[src/rtl/gpio_edge_pkg.sv]
package gpio_edge_pkg;

    localparam int WORD_W     = 32;
    localparam int BANK_PINS  = 32;
    localparam int AF_BITS    = 2;
    localparam int AF_PER_WORD = WORD_W / AF_BITS;
    localparam int NUM_KINDS  = 8;

    // Order of the register arrays in the map; the decode depends on it.
    typedef enum logic [2:0] {
        K_LEVEL = 3'd0,
        K_DRIVE = 3'd1,
        K_SET   = 3'd2,
        K_CLR   = 3'd3,
        K_RISE  = 3'd4,
        K_FALL  = 3'd5,
        K_EDGE  = 3'd6,
        K_ALT   = 3'd7
    } reg_kind_e;

endpackage

[src/rtl/gpio_sync2.sv]
module gpio_sync2 #(
    parameter int W = 64
) (
    input  logic         clk,
    input  logic         rst_n,
    input  logic [W-1:0] async_in,
    output logic [W-1:0] sync_out
);

    typedef struct packed {
        logic [W-1:0] meta;
        logic [W-1:0] stab;
    } sync_t;

    sync_t st_d, st_q;

    always_comb begin
        st_d      = st_q;
        st_d.meta = async_in;
        st_d.stab = st_q.meta;
    end

    always_ff @(posedge clk or negedge rst_n) begin
        if (!rst_n) begin
            st_q <= '0;
        end else begin
            st_q <= st_d;
        end
    end

    assign sync_out = st_q.stab;

endmodule

[src/rtl/gpio_pin_bank.sv]
module gpio_pin_bank
    import gpio_edge_pkg::*;
#(
    parameter int W = BANK_PINS
) (
    input  logic         clk,
    input  logic         rst_n,
    input  logic [W-1:0] lvl_in,
    input  logic         wr_drive,
    input  logic         wr_set,
    input  logic         wr_clr,
    input  logic         wr_rise,
    input  logic         wr_fall,
    input  logic         wr_edge,
    input  logic [W-1:0] wdata,
    output logic [W-1:0] drive_o,
    output logic [W-1:0] out_o,
    output logic [W-1:0] rise_o,
    output logic [W-1:0] fall_o,
    output logic [W-1:0] edge_o
);

    typedef struct packed {
        logic [W-1:0] drive;
        logic [W-1:0] outv;
        logic [W-1:0] rise;
        logic [W-1:0] fall;
        logic [W-1:0] caught;
        logic [W-1:0] prev;
    } bank_t;

    bank_t bk_d, bk_q;
    logic [W-1:0] hit;
    logic [W-1:0] kept;

    always_comb begin
        bk_d      = bk_q;
        bk_d.prev = lvl_in;

        hit  = (lvl_in & ~bk_q.prev & bk_q.rise)
             | (~lvl_in & bk_q.prev & bk_q.fall);

        if (wr_drive) bk_d.drive = wdata;
        if (wr_set)   bk_d.outv  = bk_q.outv | wdata;
        if (wr_clr)   bk_d.outv  = bk_q.outv & ~wdata;
        if (wr_rise)  bk_d.rise  = wdata;
        if (wr_fall)  bk_d.fall  = wdata;

        kept = wr_edge ? (bk_q.caught & ~wdata) : bk_q.caught;
        // A fresh edge wins over an acknowledge in the same cycle.
        bk_d.caught = kept | hit;
    end

    always_ff @(posedge clk or negedge rst_n) begin
        if (!rst_n) begin
            bk_q <= '0;
        end else begin
            bk_q <= bk_d;
        end
    end

    assign drive_o = bk_q.drive;
    assign out_o   = bk_q.outv;
    assign rise_o  = bk_q.rise;
    assign fall_o  = bk_q.fall;
    assign edge_o  = bk_q.caught;

endmodule

[src/rtl/gpio_altfn_regs.sv]
module gpio_altfn_regs
    import gpio_edge_pkg::*;
#(
    parameter int NWORDS = 4
) (
    input  logic                     clk,
    input  logic                     rst_n,
    input  logic [NWORDS-1:0]        wr_sel,
    input  logic [WORD_W-1:0]        wdata,
    output logic [NWORDS*WORD_W-1:0] af_flat
);

    typedef struct packed {
        logic [NWORDS*WORD_W-1:0] codes;
    } af_t;

    af_t af_d, af_q;

    always_comb begin
        af_d = af_q;
        for (int j = 0; j < NWORDS; j++) begin
            if (wr_sel[j]) af_d.codes[j*WORD_W +: WORD_W] = wdata;
        end
    end

    always_ff @(posedge clk or negedge rst_n) begin
        if (!rst_n) begin
            af_q <= '0;
        end else begin
            af_q <= af_d;
        end
    end

    assign af_flat = af_q.codes;

endmodule

[src/rtl/gpio_edge_ctrl.sv]
module gpio_edge_ctrl
    import gpio_edge_pkg::*;
#(
    parameter int NUM_PINS = 64,
    parameter int ADDR_W   = 8
) (
    input  logic                  clk,
    input  logic                  rst_n,
    input  logic [ADDR_W-1:0]     bus_addr,
    input  logic                  bus_wr,
    input  logic [31:0]           bus_wdata,
    output logic [31:0]           bus_rdata,
    input  logic [NUM_PINS-1:0]   pin_in,
    output logic [NUM_PINS-1:0]   pin_out,
    output logic [NUM_PINS-1:0]   pin_oe,
    output logic [2*NUM_PINS-1:0] pin_af,
    output logic                  irq
);

    localparam int NB       = NUM_PINS / BANK_PINS;
    localparam int AF_WORDS = (NUM_PINS * AF_BITS) / WORD_W;
    localparam int IDX_W    = ADDR_W - 2;
    localparam int AF_BASE  = int'(K_ALT) * NB;

    logic [IDX_W-1:0]             widx;
    logic                         aligned;
    logic                         wr_ok;
    logic [NUM_PINS-1:0]          lvl_all;
    logic [NB-1:0][WORD_W-1:0]    drive_w, out_w, rise_w, fall_w, edge_w;
    logic [NB-1:0][NUM_KINDS-1:1] wsel;
    logic [AF_WORDS-1:0]          af_sel;
    logic [AF_WORDS*WORD_W-1:0]   af_flat;

    assign widx    = bus_addr[ADDR_W-1:2];
    assign aligned = (bus_addr[1:0] == 2'b00);
    assign wr_ok   = bus_wr && aligned;

    gpio_sync2 #(.W(NUM_PINS)) u_sync (
        .clk      (clk),
        .rst_n    (rst_n),
        .async_in (pin_in),
        .sync_out (lvl_all)
    );

    for (genvar b = 0; b < NB; b++) begin : g_bank
        for (genvar k = 1; k < NUM_KINDS - 1; k++) begin : g_sel
            assign wsel[b][k] = wr_ok && (widx == IDX_W'(k * NB + b));
        end
        assign wsel[b][NUM_KINDS-1] = 1'b0;

        gpio_pin_bank #(.W(BANK_PINS)) u_bank (
            .clk      (clk),
            .rst_n    (rst_n),
            .lvl_in   (lvl_all[b*BANK_PINS +: BANK_PINS]),
            .wr_drive (wsel[b][int'(K_DRIVE)]),
            .wr_set   (wsel[b][int'(K_SET)]),
            .wr_clr   (wsel[b][int'(K_CLR)]),
            .wr_rise  (wsel[b][int'(K_RISE)]),
            .wr_fall  (wsel[b][int'(K_FALL)]),
            .wr_edge  (wsel[b][int'(K_EDGE)]),
            .wdata    (bus_wdata),
            .drive_o  (drive_w[b]),
            .out_o    (out_w[b]),
            .rise_o   (rise_w[b]),
            .fall_o   (fall_w[b]),
            .edge_o   (edge_w[b])
        );
    end

    for (genvar j = 0; j < AF_WORDS; j++) begin : g_afsel
        assign af_sel[j] = wr_ok && (widx == IDX_W'(AF_BASE + j));
    end

    gpio_altfn_regs #(.NWORDS(AF_WORDS)) u_altfn (
        .clk     (clk),
        .rst_n   (rst_n),
        .wr_sel  (af_sel),
        .wdata   (bus_wdata),
        .af_flat (af_flat)
    );

    // Read mux: at most one word index matches; set and clear read as zero.
    always_comb begin
        bus_rdata = '0;
        if (aligned) begin
            for (int b = 0; b < NB; b++) begin
                if (widx == IDX_W'(int'(K_LEVEL) * NB + b)) bus_rdata = lvl_all[b*BANK_PINS +: BANK_PINS];
                if (widx == IDX_W'(int'(K_DRIVE) * NB + b)) bus_rdata = drive_w[b];
                if (widx == IDX_W'(int'(K_RISE)  * NB + b)) bus_rdata = rise_w[b];
                if (widx == IDX_W'(int'(K_FALL)  * NB + b)) bus_rdata = fall_w[b];
                if (widx == IDX_W'(int'(K_EDGE)  * NB + b)) bus_rdata = edge_w[b];
            end
            for (int j = 0; j < AF_WORDS; j++) begin
                if (widx == IDX_W'(AF_BASE + j)) bus_rdata = af_flat[j*WORD_W +: WORD_W];
            end
        end
    end

    assign pin_out = out_w;
    assign pin_oe  = drive_w;
    assign pin_af  = af_flat;
    assign irq     = |edge_w;

endmodule

[config.mk]
export PLATFORM = sky130hd
export DESIGN_NAME = gpio_edge_ctrl
export DESIGN_NICKNAME = d
export VERILOG_FILES = /design/src/rtl/gpio_edge_pkg.sv /design/src/rtl/gpio_sync2.sv /design/src/rtl/gpio_pin_bank.sv /design/src/rtl/gpio_altfn_regs.sv /design/src/rtl/gpio_edge_ctrl.sv
export SDC_FILE = /design/constraint.sdc
export NUM_CORES = 1
export LEC_CHECK = 0
export BUFFER_PORTS_ARGS = -buffer_cell sky130_fd_sc_hd__buf_2
export CAP_MARGIN = 20
export CORE_MARGIN = 2
export CORE_UTILIZATION = 50
export CTS_BUF_LIST = sky130_fd_sc_hd__clkbuf_16
export DETAILED_ROUTE_END_ITERATION = 7
export PLACE_DENSITY = 0.69
export SYNTH_ARGS = -nofsm -noshare
export SYNTH_HDL_FRONTEND = slang
export SYNTH_SLANG_ARGS = --single-unit
export TNS_END_PERCENT = 50
[constraint.sdc]
create_clock -name clk -period 3.6 [get_ports clk]
set_input_delay 0.72 -clock clk [delete_from_list [all_inputs] [get_ports clk]]
set_output_delay 0.72 -clock clk [all_outputs]
set_load 0.005 [all_outputs]
**Word level (Yosys, flattened, before mapping)**

Cells that the tools add are included.

- Register bits after elaboration: 640
- Bits in latches: 0
- Memories kept: 0
- Word-level logic and storage cells: 101
- Bits in read-only memories: 0
- Bits of input ports: 107
- Output and inout bits: 289
- RAM bits: 0

- Add/sub/neg operators: 0
- Mux-type cells: 21
- Divide/modulo/power cells: 0
- Shifts and indexed selects: 0
- Equal/unequal tests: 17
- Magnitude comparators: 0
- Reduce and logical (&&, ||, !) cells: 22
- Multipliers: 0
- Bitwise logic cells: 23

Operators by type and width:

| cell | count |
|---|---|
| $mux W32 | 21 |
| $and A32 B32 Y32 | 12 |
| $or A32 B32 Y32 | 6 |
| $not A32 Y32 | 5 |
| $reduce_or A64 Y1 | 1 |
| $eq A6 B4 Y1 const B | 8 |
| $eq A6 B3 Y1 const B | 4 |
| $logic_and A1 B1 Y1 | 17 |
| $eq A6 B2 Y1 const B | 2 |
| $eq A6 B5 Y1 const B | 2 |
| $eq A6 B1 Y1 const B | 1 |
| $logic_not A6 Y1 | 1 |
| $reduce_bool A2 Y1 | 2 |
| $logic_not A2 Y1 | 1 |

**Longest topological paths before layout**

Gate-level depths: netlist (run 1).

- Word-level depth: 16
- Mapped depth: 9
- Mapped depth without buffers: 5

**Cells and area by module**

A second synthesis (run 1) with hierarchy kept.

- Cells, all modules: 2450
- Area total of the unflattened synthesis: 30824.6 um^2

By module, submodules not included:

| module | area an instance (um^2) | cells an instance | times used | seq. area each (um^2) |
|---|---|---|---|---|
| gpio_pin_bank | 8924.8 | 661 | 2 | 4804.6 |
| gpio_altfn_regs | 5380.2 | 272 | 1 | 3203.1 |
| gpio_edge_ctrl | 4391.7 | 728 | 1 | 0.0 |
| gpio_sync2 | 3203.1 | 128 | 1 | 3203.1 |

**Worst setup path after synthesis (run 1)**

Ideal clock, no wire load.

- Path kind: input port to output port
- Start point: in bus_addr[5]
- End point: out bus_rdata[17]
- Data required time: 2.880 ns
- Stages: 8
- Setup slack: 0.586 ns
- Buffers on the path: 3
- Arrival time: 2.294 ns
- Cell sequence: buf_2 -> or4_1 -> buf_6 -> nor2_8 -> buf_4 -> a22oi_1 -> a21o_1 -> a31oi_1

- Longest elaborated chain between the ends: 16
- Elaborated cells between the ends (all ways): 29
- Classes of those cells: 13 x eq/ne; 15 x mux; 1 x reduce/logical

RTL lines:

| what | RTL line | text |
|---|---|---|
| start, declared | gpio_edge_ctrl.sv:9 | `input logic [ADDR_W-1:0] bus_addr,` |
| $logic_not A6 Y1 | gpio_edge_ctrl.sv:87 | `if (widx == IDX_W'(int'(K_LEVEL) * NB + b)) bus_rdata = lvl_all[b*BANK_PINS +: BANK_PINS];` |
| $mux W32 | gpio_edge_ctrl.sv:87 |  |
| $mux W32 | gpio_edge_ctrl.sv:88 | `if (widx == IDX_W'(int'(K_DRIVE) * NB + b)) bus_rdata = drive_w[b];` |
| $mux W32 | gpio_edge_ctrl.sv:89 | `if (widx == IDX_W'(int'(K_RISE) * NB + b)) bus_rdata = rise_w[b];` |
| $mux W32 | gpio_edge_ctrl.sv:90 | `if (widx == IDX_W'(int'(K_FALL) * NB + b)) bus_rdata = fall_w[b];` |
| $mux W32 | gpio_edge_ctrl.sv:91 | `if (widx == IDX_W'(int'(K_EDGE) * NB + b)) bus_rdata = edge_w[b];` |
| $mux W32 | gpio_edge_ctrl.sv:87 |  |
| $mux W32 | gpio_edge_ctrl.sv:88 |  |
| $mux W32 | gpio_edge_ctrl.sv:89 |  |
| $mux W32 | gpio_edge_ctrl.sv:90 |  |
| $mux W32 | gpio_edge_ctrl.sv:91 |  |
| $mux W32 (3 in a row) | gpio_edge_ctrl.sv:94 | `if (widx == IDX_W'(AF_BASE + j)) bus_rdata = af_flat[j*WORD_W +: WORD_W];` |
| $mux W32 (*) | gpio_edge_ctrl.sv:94 |  |
| $mux W32 (*) | gpio_edge_ctrl.sv:85 | `if (aligned) begin` |
| end, declared | gpio_edge_ctrl.sv:12 | `output logic [31:0] bus_rdata,` |

Mark *: on every way between the ends. The rest lies on a longest branch, timed or not.

**Worst setup path after layout (run 1)**

- Start point: in bus_addr[5]
- End point: out bus_rdata[31]

The elaborated chain is that of the path after synthesis.

==> results of run 1 <==
worst max-delay path, stage by stage:
cell	delay, ps
buf_2	150
or4_1	590
buf_4	200
nor2_8	260
a22oi_1	150
and4_4	210
a211oi_2	370
buf_2	190
synth_stat cells, drive strengths merged, types with 5 or more instances:
master and n:
o21a 12, nand4 6, nor3 23, mux2 321, o21ai 85, a222oi 20, a221o 15, dfrtp 640
nor2 46, a31oi 9, clkbuf 62, a21o 75, a22oi 39, o31ai 10, nand3b 61, a21oi 32
nor2b 6, nand3 13, a221oi 40, nor4 17, mux2i 86, buf 212, inv 64, and3 5
nand2 236, o22ai 53, o2bb2ai 10, o221ai 9
cell usage in the layout (no fill, tap or decap), drive strengths merged, types with 46 or more instances in the layout:
cell / n
nor2: 46
o22ai: 53
dfrtp: 640
nand3b: 61
buf: 533
o21ai: 85
clkbuf: 73
mux2: 321
a21o: 75
mux2i: 86
inv: 77
nand2: 236
registers in the layout (all words and copies together) (netlist names), named ones only:
name and flops:
u_altfn.af_flat 128, g_bank.u_bank.bk_q 64, g_bank.u_bank.drive_o 64, g_bank.u_bank.edge_o 64
g_bank.u_bank.fall_o 64, g_bank.u_bank.rise_o 64, u_sync.st_d 64, u_sync.sync_out 64
cells by family after synthesis:
family | after synthesis | share of synthesized area [%]
muxes | 407 | 16.0
and+or+nand+nor | 444 | 8.39
buffers and inverters | 338 | 7.15
xor gates and xnor gates | 1 | 0.0313
AOI/OAI and AO/OA | 439 | 11.2
DFF | 640 | 57.2
what timing repair did:
item	in CTS	in global routing
setup buffers	0	2
resized for setup	0	3
endpoints found under the setup margin	0	5
endpoints found under the hold margin	0	0
cell type report:
class | count | area, um^2 | share of cell area (%)
repair buffers | 533 | 3350 | 10.2
clock buffers | 73 | 1830 | 5.59
well taps | 748 | 936 | 2.86
inverters | 64 | 240 | 0.735
clock inverters | 41 | 329 | 1.01
flip-flops and latches | 640 | 16000 | 49.0
multi-input cells | 1291 | 10000 | 30.6
per-stage QoR:
stage	cell area, um^2	instances	hold slack (ps)	setup slack, ps	util (%)
2_1_floorplan	28000	2269	331	586	-
3_3_place_gp	30500	3274	333	87.7	55.3
3_5_place_dp	30500	3274	335	81.7	55.3
4_1_cts	32700	3388	193	44.3	59.2
5_1_grt	32700	3390	206	2.02	59.2
6_report	32700	3390	188	44.2	59.2
routing by layer:
metal	track usage, %	vias to the layer above
met5	0	-
met4	12.2	0
met3	6.57	197
met2	49.6	1101
met1	43.0	10500
li1	-	8699
worst max path at each step:
stage,endpoint,slack (ps),cells past startpoint,start
5_1_grt,bus_rdata[25],2,9,bus_addr[2]
2_1_floorplan,bus_rdata[17],590,8,bus_addr[5]
3_3_place_gp,bus_rdata[31],90,8,bus_addr[4]
3_5_place_dp,bus_rdata[31],80,8,bus_addr[5]
6_report,bus_rdata[31],40,8,bus_addr[5]
4_1_cts,bus_rdata[6],40,9,bus_addr[4]
power groups by stage:
stage          sequential [uW]  combinational [uW]  clock, uW
2_1_floorplan             8270                 834          0
3_3_place_gp              8530                1370          0
3_5_place_dp              8550                1410          0
4_1_cts                   8430                1420       7000
5_1_grt                   8500                1540       7300
6_report                  8440                1420       6910
==> impl_metrics.env, run 1 <==
export IMPL_rows=86
export IMPL_drive_gt1_share_pct=35.8
export IMPL_max_freq_ghz=0.281
export IMPL_syn_area_per_cell_um2=12.3
export IMPL_syn_inst=2269
export IMPL_setup_viol=0
export IMPL_outcome="complete, but fails checks"
export IMPL_yosys_top_cells_area="dfrtp_1 57%, mux2_2 12%, buf_4 3.7%, mux2i_1 3.1%, nand2_1 3.1%"
export IMPL_swShare_pct=25.2
export IMPL_critPathMaxFanout=9
export IMPL_route_met3_wl_um=7620
export IMPL_clk_pin_slew_ps=50
export IMPL_p_seq_share_pct=50.4
export IMPL_power_density_nw_per_um2=513
export IMPL_synth_cell_area_um2=28000
export IMPL_wl_um=91600
export IMPL_die_w_um=241
export IMPL_routed_wl_met2_um=43100
export IMPL_synth_seq_area_share_pct=57.2
export IMPL_final_nets=2706
export IMPL_dr_pass1_iters=8
export IMPL_synth_nets=2376
export IMPL_grt_ovfl_total=0
export IMPL_cts_sinks=640
export IMPL_first_iter_violations=1948
export IMPL_crit_path_end_kind="output pin"
export IMPL_grt_max_degree=97
export IMPL_synth_warnings=0
export IMPL_hold_class="primary input to async pin"
export IMPL_synth_top_cell_area_share_pct=57.2
export IMPL_first_global_vias=20500
export IMPL_ys_ff_latch=640
export IMPL_drt_met1_wl_um=37600
export IMPL_comb_power_share_pct=8.4
export IMPL_grt_use_total_pct=31.5
export IMPL_top_level_ports=396
export IMPL_cts_buffers=69
export IMPL_antenna_cells=0
export IMPL_p_total_uw=16800
export IMPL_clkPwrFrac_pct=41.2
export IMPL_maxSlewHeadroom_pct=37.5
export IMPL_place_congestion=0.935
export IMPL_root_buffer="clkbuf_16"
export IMPL_antenna_found_initial=0
export IMPL_clk_latency_ps=610
export IMPL_ant_nets=0
export IMPL_start_kind="primary input"
export IMPL_reg2reg_from="u_sync.sync_out[21]"
export IMPL_area_growth_pct=16.9
export IMPL_clock_skew_ps=13.1
export IMPL_synth_edf_count=0
export IMPL_cts_hold_fix_buffers=0
export IMPL_core_area_um2=55200
export IMPL_clk_path_buf_depth=3
export IMPL_maxCapViolCount=0
export IMPL_hpwl_um=64000
export IMPL_violations="design-rule violations"
export IMPL_drcViolationCount=12
export IMPL_grt_first_pass_wirelength_um=133000
export IMPL_fillerInstances=4479
export IMPL_hold_violations=0
export IMPL_async_reset_ff_share_pct=100
export IMPL_rsz0062_at_grt="no"
export IMPL_viasPerCell=6.06
export IMPL_cts_max_level=3
export IMPL_cts_tree="done"
export IMPL_vias=20500
export IMPL_start_util_pct=50.7
export IMPL_ys_types=70
export IMPL_reg2reg_depth=3
export IMPL_highest_layer="met4"
export IMPL_rrSetupSlack_ps=2560
export IMPL_worstMarginPinSlew_ps=937
export IMPL_synth_area_leader_cell="dfrtp_1"
export IMPL_synth_main_ff_cell="dfrtp_1"
export IMPL_power_internal_uw=12500
export IMPL_period_share_pct=98.8
export IMPL_routedWlPerCell_um=27.0
export IMPL_crit_type="primary input to output pin"
export IMPL_portBuffers=395
export IMPL_r2r_end="g_bank[0].u_bank.edge_o[21]"
export IMPL_netSwitchingPower_uw=4230
export IMPL_drv_slew=0
export IMPL_die_h_um=241
export IMPL_dieArea_um2=57900
export IMPL_cp_arrival_ps=2840
export IMPL_irDropWorstVdd_mv=0.344
export IMPL_p_leak_uw=0.0168
export IMPL_tns_ps=0
export IMPL_cp_data_required_time_ps=2880
export IMPL_min_period_ps=3560
No activity file was read; power rests on OpenSTA's default activity.
==> inputs of run 2 (changes only) <==
==> constraint.sdc (replaced) <==
create_clock -name clk -period 3.6 [get_ports clk]
set_input_delay 1.08 -clock clk [delete_from_list [all_inputs] [get_ports clk]]
set_output_delay 1.08 -clock clk [all_outputs]
set_load 0.005 [all_outputs]
==> run 2 against run 1 <==
  * The run ends with negative setup slack left
  * Final cell count increased by 2.9%
  * Sequential share of layout area is 2.3 points lower
  * Wire length up 2.2%
  * Maximum frequency fell by 12%
  * Critical path depth up 3
  * Via count rose by 2.4%
  * Sequential power hardly changed
  * Register-to-register slack gained 50 ps
  * Non-clock buffer count up 90
  * Die area unchanged
  * Power barely moved
  * Clock-buffer cell count decreased by 2
  * Critical endpoint is now bus_rdata[5]
==> impl_metrics.env, run 2 (same netlist as run 1, synthesis figures left out) <==
export IMPL_viasPerCell=6.03
export IMPL_crit_top_cell="buf_12"
export IMPL_antenna_cells=0
export IMPL_largest_reg_flops=128
export IMPL_cp_top_family="simple AND/OR/NAND/NOR gates"
export IMPL_cp_data_required_time_ps=2520
export IMPL_final_nets=2796
export IMPL_routedWlPerCell_um=26.8
export IMPL_cp_arrival_ps=2970
export IMPL_clock_skew_ps=24.8
export IMPL_worstMarginPinSlew_ps=740
export IMPL_rrSetupSlack_ps=2610
export IMPL_clk_pin_slew_ps=60
export IMPL_hpwl_um=64900
export IMPL_p_total_uw=16800
export IMPL_root_buffer="clkbuf_16"
export IMPL_hold_violations=0
export IMPL_mostFrequentLayoutCell="dfrtp_1"
export IMPL_die_w_um=241
export IMPL_dr_pass1_iters=6
export IMPL_start_kind="primary input"
export IMPL_critPathMaxFanout=9
export IMPL_final_cells=3488
export IMPL_first_iter_violations=2049
export IMPL_cts_buffers=69
export IMPL_outcome="complete, but fails checks"
export IMPL_drv_slew=0
export IMPL_maxSlewHeadroom_pct=50.6
export IMPL_crit_type="primary input to output pin"
export IMPL_irDropWorstVdd_mv=0.401
export IMPL_drcViolationCount=0
export IMPL_cp_slowest_cell="or4b_4"
export IMPL_holdWs_ps=346
export IMPL_min_period_ps=4050
export IMPL_core_area_um2=55200
export IMPL_place_congestion=0.927
export IMPL_rows=86
export IMPL_top_level_ports=396
export IMPL_mostFrequentLayoutCells="640 x dfrtp_1, 388 x buf_2, 286 x mux2_2, 223 x nand2_1, 160 x buf_4"
export IMPL_worst_slack_ps=-453
export IMPL_grt_first_pass_wirelength_um=136000
export IMPL_drive_gt1_share_pct=41.1
export IMPL_start_util_pct=50.7
export IMPL_grt_max_degree=85
export IMPL_p_leak_uw=0.0175
export IMPL_portBuffers=395
export IMPL_area_growth_pct=22.5
export IMPL_hold_class="flip-flop to flip-flop"
export IMPL_fillerInstances=4287
export IMPL_crit_buf_inv=6
export IMPL_first_global_vias=21400
export IMPL_max_freq_ghz=0.247
export IMPL_period_share_pct=113
export IMPL_wl_um=93600
export IMPL_clk_path_buf_depth=3
export IMPL_vias=21000
export IMPL_antenna_found_initial=2
export IMPL_cpPeakStageDelay_ps=550
export IMPL_cts_tree="done"
export IMPL_cts_sinks=640
export IMPL_power_density_nw_per_um2=490
export IMPL_grt_use_total_pct=32.1
export IMPL_place_ws_ps=-551
export IMPL_grt_ovfl_total=0
export IMPL_clk_latency_ps=630
export IMPL_maxCapViolCount=0
export IMPL_cts_max_level=3
export IMPL_setup_viol=33
export IMPL_violations="negative setup slack"
export IMPL_path_cells="buf_8, or4b_4, buf_12, nor2_8, buf_12, buf_12, buf_12, a222oi_1, nand2_1, o21a_1, buf_2"
export IMPL_ant_nets=0
export IMPL_place_inst=3350
export IMPL_dieArea_um2=57900
export IMPL_rsz0062_at_grt="yes"
export IMPL_die_h_um=241
export IMPL_crit_path_end_kind="output pin"
[run 2: worst paths after layout]
path | from | endpoint | cells past startpoint
min in group asynchronous | rst_n | u_altfn.af_flat[125] | 1
hold / removal | u_sync.st_d[60] | u_sync.sync_out[60] | 0
setup / recovery | bus_addr[6] | bus_rdata[5] | 11
hold reg to reg | u_sync.st_d[60] | u_sync.sync_out[60] | 0
max in group asynchronous | rst_n | g_bank[0].u_bank.fall_o[25] | 2
setup reg to reg | u_sync.sync_out[62] | g_bank[1].u_bank.edge_o[30] | 2
[run 2: cell type report]
type	instances	area (um^2)	share of cell area [%]
clock buffers	71	1780	5.18
clock inverters	51	384	1.12
inverters	64	240	0.701
multi-input cells	1291	10500	30.7
flip-flops and latches	640	16000	46.7
well taps	748	936	2.73
repair buffers	623	4410	12.9
[run 2: where the power goes]
group          switching, uW  internal [uW]  total [uW]
registers                671           7800        8470
logic                    764            743        1510
clock network           2920           3880        6800
total                   4350          12400       16800
[run 2: repair_timing]
action / in CTS / in global routing
gates resized for setup: 92 / 52
cloned: 2 / 2
buffers inserted: 4 / 8
hold buffers: 0 / 0
endpoints found under the setup margin: 33 / 33
pin swaps: 23 / 25
[run 2: stage by stage]
step | TNS [ps] | instance area (um^2) | utilization (%)
6_report | -12420 | 34300 | 62.1
5_1_grt | -13810 | 34300 | 62.1
4_1_cts | -11630 | 33900 | 61.5
3_5_place_dp | -14840 | 31200 | 56.6
3_3_place_gp | -14770 | 31200 | 56.6
2_1_floorplan | -1030 | 28000 | -
[run 2: layer usage]
layer,wire [um],GRT usage (%),vias to the layer above,share of wire [%]
met5,23,0,-,0.025
li1,-,-,8889,-
met4,4120,14.2,4,4.4
met2,43200,50.2,1060,46
met1,38100,43.4,10800,41
met3,8040,6.70,246,8.6
